--- src/rtl/fpser_pkg.sv ---
package fpser_pkg;
  typedef enum logic [1:0] {
    ST_LOAD = 2'd0,
    ST_ADD  = 2'd1,
    ST_NORM = 2'd2,
    ST_OUT  = 2'd3
  } fps_state_e;
endpackage

--- src/rtl/fpser_lane.sv ---
module fpser_lane #(
  parameter int MAN_W = 11,
  parameter int SE_W  = 6
) (
  input  logic             clk,
  input  logic             rst_n,
  input  logic             en,
  input  logic             clr,
  input  logic             in_vld,
  output logic             in_rdy,
  input  logic             man_bit,
  input  logic             se_bit,
  output logic             full,
  output logic [MAN_W-1:0] man,
  output logic [SE_W-1:0]  se
);
  localparam int CW = $clog2(MAN_W + 1);

  logic [CW-1:0] cnt;
  logic          acc;

  assign full   = (cnt == CW'(MAN_W));
  assign in_rdy = en && !full;
  assign acc    = in_vld && in_rdy;

  always_ff @(posedge clk) begin
    if (!rst_n) begin
      cnt <= '0;
      man <= '0;
      se  <= '0;
    end else if (clr) begin
      cnt <= '0;
    end else if (acc) begin
      cnt <= cnt + CW'(1);
      man <= {man_bit, man[MAN_W-1:1]};
      if (cnt < CW'(SE_W)) se <= {se_bit, se[SE_W-1:1]};
    end
  end
endmodule

--- src/rtl/fpser_align.sv ---
module fpser_align #(
  parameter int MAN_W = 11,
  parameter int EXP_W = 5
) (
  input  logic [MAN_W-1:0] a_man,
  input  logic [EXP_W:0]   a_se,
  input  logic [MAN_W-1:0] b_man,
  input  logic [EXP_W:0]   b_se,
  output logic [MAN_W-1:0] big_man,
  output logic [MAN_W-1:0] small_man,
  output logic [EXP_W-1:0] exp_o,
  output logic             sign_o,
  output logic             sub_o
);
  localparam int XW = 2 * MAN_W + 2;

  logic             swap;
  logic [MAN_W-1:0] s_man;
  logic [EXP_W-1:0] s_exp, diff;
  logic [XW-1:0]    ext;
  logic [MAN_W-1:0] kept;
  logic             guard, rest, up;

  assign swap    = {b_se[EXP_W-1:0], b_man} > {a_se[EXP_W-1:0], a_man};
  assign big_man = swap ? b_man : a_man;
  assign s_man   = swap ? a_man : b_man;
  assign exp_o   = swap ? b_se[EXP_W-1:0] : a_se[EXP_W-1:0];
  assign s_exp   = swap ? a_se[EXP_W-1:0] : b_se[EXP_W-1:0];
  assign sign_o  = swap ? b_se[EXP_W] : a_se[EXP_W];
  assign sub_o   = a_se[EXP_W] ^ b_se[EXP_W];
  assign diff    = exp_o - s_exp;

  // Shifted value keeps MAN_W result bits, a guard bit and the lower sticky field.
  assign ext       = {s_man, {(MAN_W + 2){1'b0}}} >> diff;
  assign kept      = ext[XW-1 -: MAN_W];
  assign guard     = ext[MAN_W+1];
  assign rest      = |ext[MAN_W:0];
  assign up        = guard && (rest || kept[0]);
  assign small_man = kept + MAN_W'(up);
endmodule

--- src/rtl/fpser_bitadd.sv ---
module fpser_bitadd (
  input  logic clk,
  input  logic rst_n,
  input  logic load,
  input  logic cin,
  input  logic en,
  input  logic a,
  input  logic b,
  output logic s,
  output logic co
);
  logic carry;

  assign s  = a ^ b ^ carry;
  assign co = (a & b) | (a & carry) | (b & carry);

  always_ff @(posedge clk) begin
    if (!rst_n)    carry <= 1'b0;
    else if (load) carry <= cin;
    else if (en)   carry <= co;
  end
endmodule

--- src/rtl/fpser_add.sv ---
module fpser_add #(
  parameter int MAN_W = 11,
  parameter int EXP_W = 5
) (
  input  logic clk,
  input  logic rst_n,
  input  logic a_vld,
  output logic a_rdy,
  input  logic a_man,
  input  logic a_se,
  input  logic b_vld,
  output logic b_rdy,
  input  logic b_man,
  input  logic b_se,
  output logic res_vld,
  output logic res_man,
  output logic res_se_vld,
  output logic res_se,
  output logic res_done
);
  import fpser_pkg::*;

  localparam int SE_W = EXP_W + 1;
  localparam int CW   = $clog2(MAN_W + 1);

  fps_state_e       st;
  logic [CW-1:0]    cnt;
  logic [MAN_W-1:0] big, sm, sum;
  logic [EXP_W-1:0] exp_r;
  logic [SE_W-1:0]  seo;
  logic             sgn, sub, ovf;
  logic             take;

  logic [1:0]       ln_vld, ln_rdy, ln_mbit, ln_sbit, ln_full;
  logic [MAN_W-1:0] ln_man [2];
  logic [SE_W-1:0]  ln_se  [2];

  assign ln_vld  = {b_vld, a_vld};
  assign ln_mbit = {b_man, a_man};
  assign ln_sbit = {b_se, a_se};
  assign a_rdy   = ln_rdy[0];
  assign b_rdy   = ln_rdy[1];
  assign take    = (st == ST_LOAD) && (&ln_full);

  for (genvar i = 0; i < 2; i++) begin : g_lane
    fpser_lane #(.MAN_W(MAN_W), .SE_W(SE_W)) u_lane (
      .clk    (clk),
      .rst_n  (rst_n),
      .en     (st == ST_LOAD),
      .clr    (take),
      .in_vld (ln_vld[i]),
      .in_rdy (ln_rdy[i]),
      .man_bit(ln_mbit[i]),
      .se_bit (ln_sbit[i]),
      .full   (ln_full[i]),
      .man    (ln_man[i]),
      .se     (ln_se[i])
    );
  end

  logic [MAN_W-1:0] al_big, al_small;
  logic [EXP_W-1:0] al_exp;
  logic             al_sign, al_sub;

  fpser_align #(.MAN_W(MAN_W), .EXP_W(EXP_W)) u_align (
    .a_man    (ln_man[0]),
    .a_se     (ln_se[0]),
    .b_man    (ln_man[1]),
    .b_se     (ln_se[1]),
    .big_man  (al_big),
    .small_man(al_small),
    .exp_o    (al_exp),
    .sign_o   (al_sign),
    .sub_o    (al_sub)
  );

  logic fa_s, fa_co;

  // Subtraction feeds the inverted small significand with a carry-in of one.
  fpser_bitadd u_fa (
    .clk  (clk),
    .rst_n(rst_n),
    .load (take),
    .cin  (al_sub),
    .en   (st == ST_ADD),
    .a    (big[0]),
    .b    (sm[0] ^ sub),
    .s    (fa_s),
    .co   (fa_co)
  );

  always_ff @(posedge clk) begin
    if (!rst_n) begin
      st    <= ST_LOAD;
      cnt   <= '0;
      big   <= '0;
      sm    <= '0;
      sum   <= '0;
      exp_r <= '0;
      seo   <= '0;
      sgn   <= 1'b0;
      sub   <= 1'b0;
      ovf   <= 1'b0;
    end else begin
      unique case (st)
        ST_LOAD: if (take) begin
          big   <= al_big;
          sm    <= al_small;
          exp_r <= al_exp;
          sgn   <= al_sign;
          sub   <= al_sub;
          cnt   <= '0;
          st    <= ST_ADD;
        end
        ST_ADD: begin
          big <= big >> 1;
          sm  <= sm >> 1;
          sum <= {fa_s, sum[MAN_W-1:1]};
          cnt <= cnt + CW'(1);
          if (cnt == CW'(MAN_W - 1)) begin
            ovf <= fa_co & ~sub;
            st  <= ST_NORM;
          end
        end
        ST_NORM: begin
          cnt <= '0;
          if (ovf) begin
            sum   <= {1'b1, sum[MAN_W-1:1]};
            exp_r <= exp_r + EXP_W'(1);
            ovf   <= 1'b0;
          end else if (sum == '0 || (!sum[MAN_W-1] && exp_r == EXP_W'(1))) begin
            sum <= '0;
            seo <= '0;
            st  <= ST_OUT;
          end else if (sum[MAN_W-1]) begin
            seo <= {sgn, exp_r};
            st  <= ST_OUT;
          end else begin
            sum   <= sum << 1;
            exp_r <= exp_r - EXP_W'(1);
          end
        end
        ST_OUT: begin
          sum <= sum >> 1;
          seo <= seo >> 1;
          cnt <= cnt + CW'(1);
          if (cnt == CW'(MAN_W - 1)) st <= ST_LOAD;
        end
        default: st <= ST_LOAD;
      endcase
    end
  end

  assign res_vld    = (st == ST_OUT);
  assign res_done   = res_vld && (cnt == '0);
  assign res_se_vld = res_vld && (cnt < CW'(SE_W));
  assign res_man    = res_vld && sum[0];
  assign res_se     = res_se_vld && seo[0];
endmodule

--- config.mk ---
export PLATFORM = sky130hd
export DESIGN_NAME = fpser_add
export DESIGN_NICKNAME = d
export VERILOG_FILES = /design/src/rtl/fpser_pkg.sv /design/src/rtl/fpser_lane.sv /design/src/rtl/fpser_align.sv /design/src/rtl/fpser_bitadd.sv /design/src/rtl/fpser_add.sv
export SDC_FILE = /design/constraint.sdc
export NUM_CORES = 1
export LEC_CHECK = 0
export ABC_CLOCK_PERIOD_IN_PS = 7100
export BUFFER_PORTS_ARGS = -buffer_cell sky130_fd_sc_hd__buf_2
export CORE_ASPECT_RATIO = 1.5
export CORE_UTILIZATION = 61
export DETAILED_ROUTE_END_ITERATION = 8
export PLACE_DENSITY = 0.78
export RECOVER_POWER = 50
export SYNTH_ARGS = -nofsm -noshare
export SYNTH_HDL_FRONTEND = slang
export SYNTH_SLANG_ARGS = --single-unit
--- constraint.sdc ---
create_clock -name clk -period 7.1 [get_ports clk]
set_input_delay 0.71 -clock clk [delete_from_list [all_inputs] [get_ports clk]]
set_output_delay 0.71 -clock clk [all_outputs]
set_load 0.05 [all_outputs]
==> impl_metrics.py <==
metrics = {
    "floorplanning": {
        "die_y_um": 130.5,
        "die_area_um2": 11440,
        "core_area_um2": 10650,
        "row_count": 46,
        "die_w_um": 87.67,
        "start_util_pct": 63.07,
        "num_io_pins": 15,
    },
    "detailed_routing": {
        "drtAntennaViolNets": 0,
        "avgRoutedWirePerCell_um": 18.95,
        "wl_um": 19040,
        "vias": 6468,
        "drtIter0Drc": 370,
        "drc_errors": 0,
        "routed_via_density": 6.436,
        "drtPass1Iterations": 5,
    },
    "synth": {
        "synth_nets": 918,
        "ys_types": 85,
        "ys.warnings.count": 0,
        "synth.most_common_cell": "nand2_1",
        "synthTopCellsByArea": "dfxtp_1, nand2_1, ha_1, a21oi_1, mux2i_1",
        "yosysTopAreaCell": "dfxtp_1",
        "postSynth.asyncResetShare_pct": 0,
        "ys.flop_type": "dfxtp_1",
        "synth_edf_count": 0,
        "synth_seq_cells": 96,
        "syn_area_per_cell_um2": 7.640,
        "netlist_area_um2": 6715,
        "syn_inst": 879,
        "yosysTopAreaCellShare_pct": 28.62,
        "seq_area_frac_synth_pct": 28.62,
        "yosys-top-cells-count": "nand2_1, dfxtp_1, a21oi_1",
    },
    "placed_design": {
        "port_buffers": 14,
        "place_hpwl_um": 14310,
        "place.gp.congestion": 1.021,
        "pre_cts_ws_ns": 0.9841,
    },
    "timing": {
        "hold_viol": 0,
        "hold_ws_ns": 0.4844,
        "clock_skew_ns": 0.009469,
        "setup_tns_ns": 0,
        "fmax_mhz": 161.0,
        "slew_headroom_pct": 14.87,
        "fin_ws_ns": 0.8869,
        "min_period_ns": 6.213,
        "finalMaxSlewViolations": 0,
        "setup_viol": 0,
        "worst_pin_slew_ns": 1.267,
        "rsz0062_at_grt": "no",
        "fin_crit_sh_pct": 87.51,
    },
    "setup_path": {
        "crit_buf_inv": 2,
        "critPathRequiredTime_ns": 7.36,
        "crit_path_end_kind": "flip-flop",
        "crit_chain": "inv_1 -> ha_1 -> nand4_4 -> nor4_4 -> a21bo_4 -> and3_4 -> or4_4 -> and2_4 -> ha_1 -> mux4_2 -> mux2i_1 -> mux2i_1 -> mux2i_1 -> and2_1 -> ha_1 -> inv_1 -> nor4b_2 -> o211a_1 -> nor3_1 -> o31ai_1",
        "crit_family": "simple AND/OR/NAND/NOR gates",
        "slowest_delay_ns": 0.72,
        "worstPathMaxFanout": 23,
        "arrival_ns": 6.47,
        "cpMaxStageDelayCell": "ha_1",
        "worst-setup-path-type": "flip-flop to flip-flop",
        "start_kind": "flip-flop",
    },
    "cells_and_area": {
        "diodes": 0,
        "fill_cells": 919,
        "drive_gt1_share_pct": 7.666,
        "syn_to_final_growth_pct": 6.056,
        "fin_nets": 895,
    },
    "clocking": {
        "cts_tree": "built",
        "cts.root.buffer_cell": "clkbuf_16",
        "cts_setup_buffers": 0,
        "clock_latency_ns": 0.35,
        "hold_buffers": 0,
        "clk_path_buf_depth": 2,
        "numCtsBuffers": 9,
        "cts.sinks": 96,
        "cts-resized-gates": 0,
        "path_clk_slew_ns": 0.07,
        "htree_levels": 3,
    },
    "min_path": {
        "hold_class": "flip-flop to flip-flop",
    },
    "job": {
        "max_cap_viol_count": 0,
    },
    "pwr": {
        "max-vdd-ir-drop_uv": 127.0,
        "p_per_area_nw_per_um2": 175.5,
        "p_leak_uw": 0.002651,
        "finalPower_uw": 1250,
    },
    "grt": {
        "grt_start_max_net_pins": 92,
        "grt_remaining_overflow": 0,
        "antenna_found_initial": 0,
        "grt_pass1_vias": 6207,
        "grt_util_all_layers_pct": 34.67,
        "grt_pass1_wl_um": 30300,
    },
    "run_status": {
        "outcome": "completed",
    },
}
## cell families after synthesis
kind of cell / after synthesis / share of synthesized area [%]
muxes: 30 / 4.770
xor gates and xnor gates: 11 / 1.435
buffers and inverters: 92 / 5.534
and+or+nand+nor: 373 / 28.45
AOI/OAI and AO/OA: 246 / 25.30
adders and majority gates: 31 / 5.888
DFF: 96 / 28.62
## power breakdown
group / leakage (uW) / internal [uW] / switching, uW
sequential: 0.000775 / 543 / 7.35
combinational: 0.00171 / 44.3 / 107
clock: 0.000163 / 331 / 218
## worst min-delay path: stages (launching register included)
cell and delay (ns):
dfxtp_1 0.32, nand3_1 0.06, o31ai_1 0.06
## layout make-up
cell class                      count  area (um^2)  share of cell area (%)
Clock inverter                      5        85.08                   1.195
Clock buffer                       11        252.7                   3.549
Inverter                           35        131.4                   1.845
Sequential cell                    96         1922                   26.99
Tap cell                          144        180.2                   2.530
Multi-Input combinational cell    691         4422                   62.09
Timing Repair Buffer               23        128.9                   1.810
## flip-flops by register name (all words and copies together) (netlist names), 2 cells and up
register / count
big: 11
cnt: 4
exp_r: 5
g_lane.u_lane.cnt: 8
g_lane.u_lane.man: 22
g_lane.u_lane.se: 12
seo: 6
sm: 11
st: 2
sum: 11
## through the flow
step	instances	instance area (um^2)	util, %
after floorplan	879	6715	-
after global placement	989	6793	63.80
after detailed placement	989	6793	63.80
after CTS	1005	7131	66.97
after global routing	1005	7122	66.89
final	1005	7122	66.89
## worst paths after layout
check                                           start                  to  slack (ns)  depth (start not counted)
setup / recovery  g_lane[0].u_lane.se[2]$_SDFFE_PN0P_  sm[6]$_SDFFE_PN0P_        0.89                         20
hold / removal                     sm[6]$_SDFFE_PN0P_  sm[6]$_SDFFE_PN0P_        0.48                          2
setup reg to reg  g_lane[0].u_lane.se[2]$_SDFFE_PN0P_  sm[6]$_SDFFE_PN0P_        0.89                         20
hold reg to reg                    sm[6]$_SDFFE_PN0P_  sm[6]$_SDFFE_PN0P_        0.48                          2
## cells in the final DEF (no fill, tap or decap), drive strengths merged, types with 11 or more instances in the layout
master  instances
a21boi         28
a21oi          63
a221oi         14
and2           27
buf            18
clkbuf         16
dfxtp          96
ha             30
inv            37
mux2i          26
nand2         156
nand3          28
nor2           50
nor2b          30
nor3           18
o211a          11
o21ai          45
## per-layer routing
layer  track usage (%)  routed length (um)
met5                 0                   0
met4             26.81                1581
met3             4.334                 668
met2             64.98                9855
met1             33.94                6939
(Power assumes the default switching activity.)
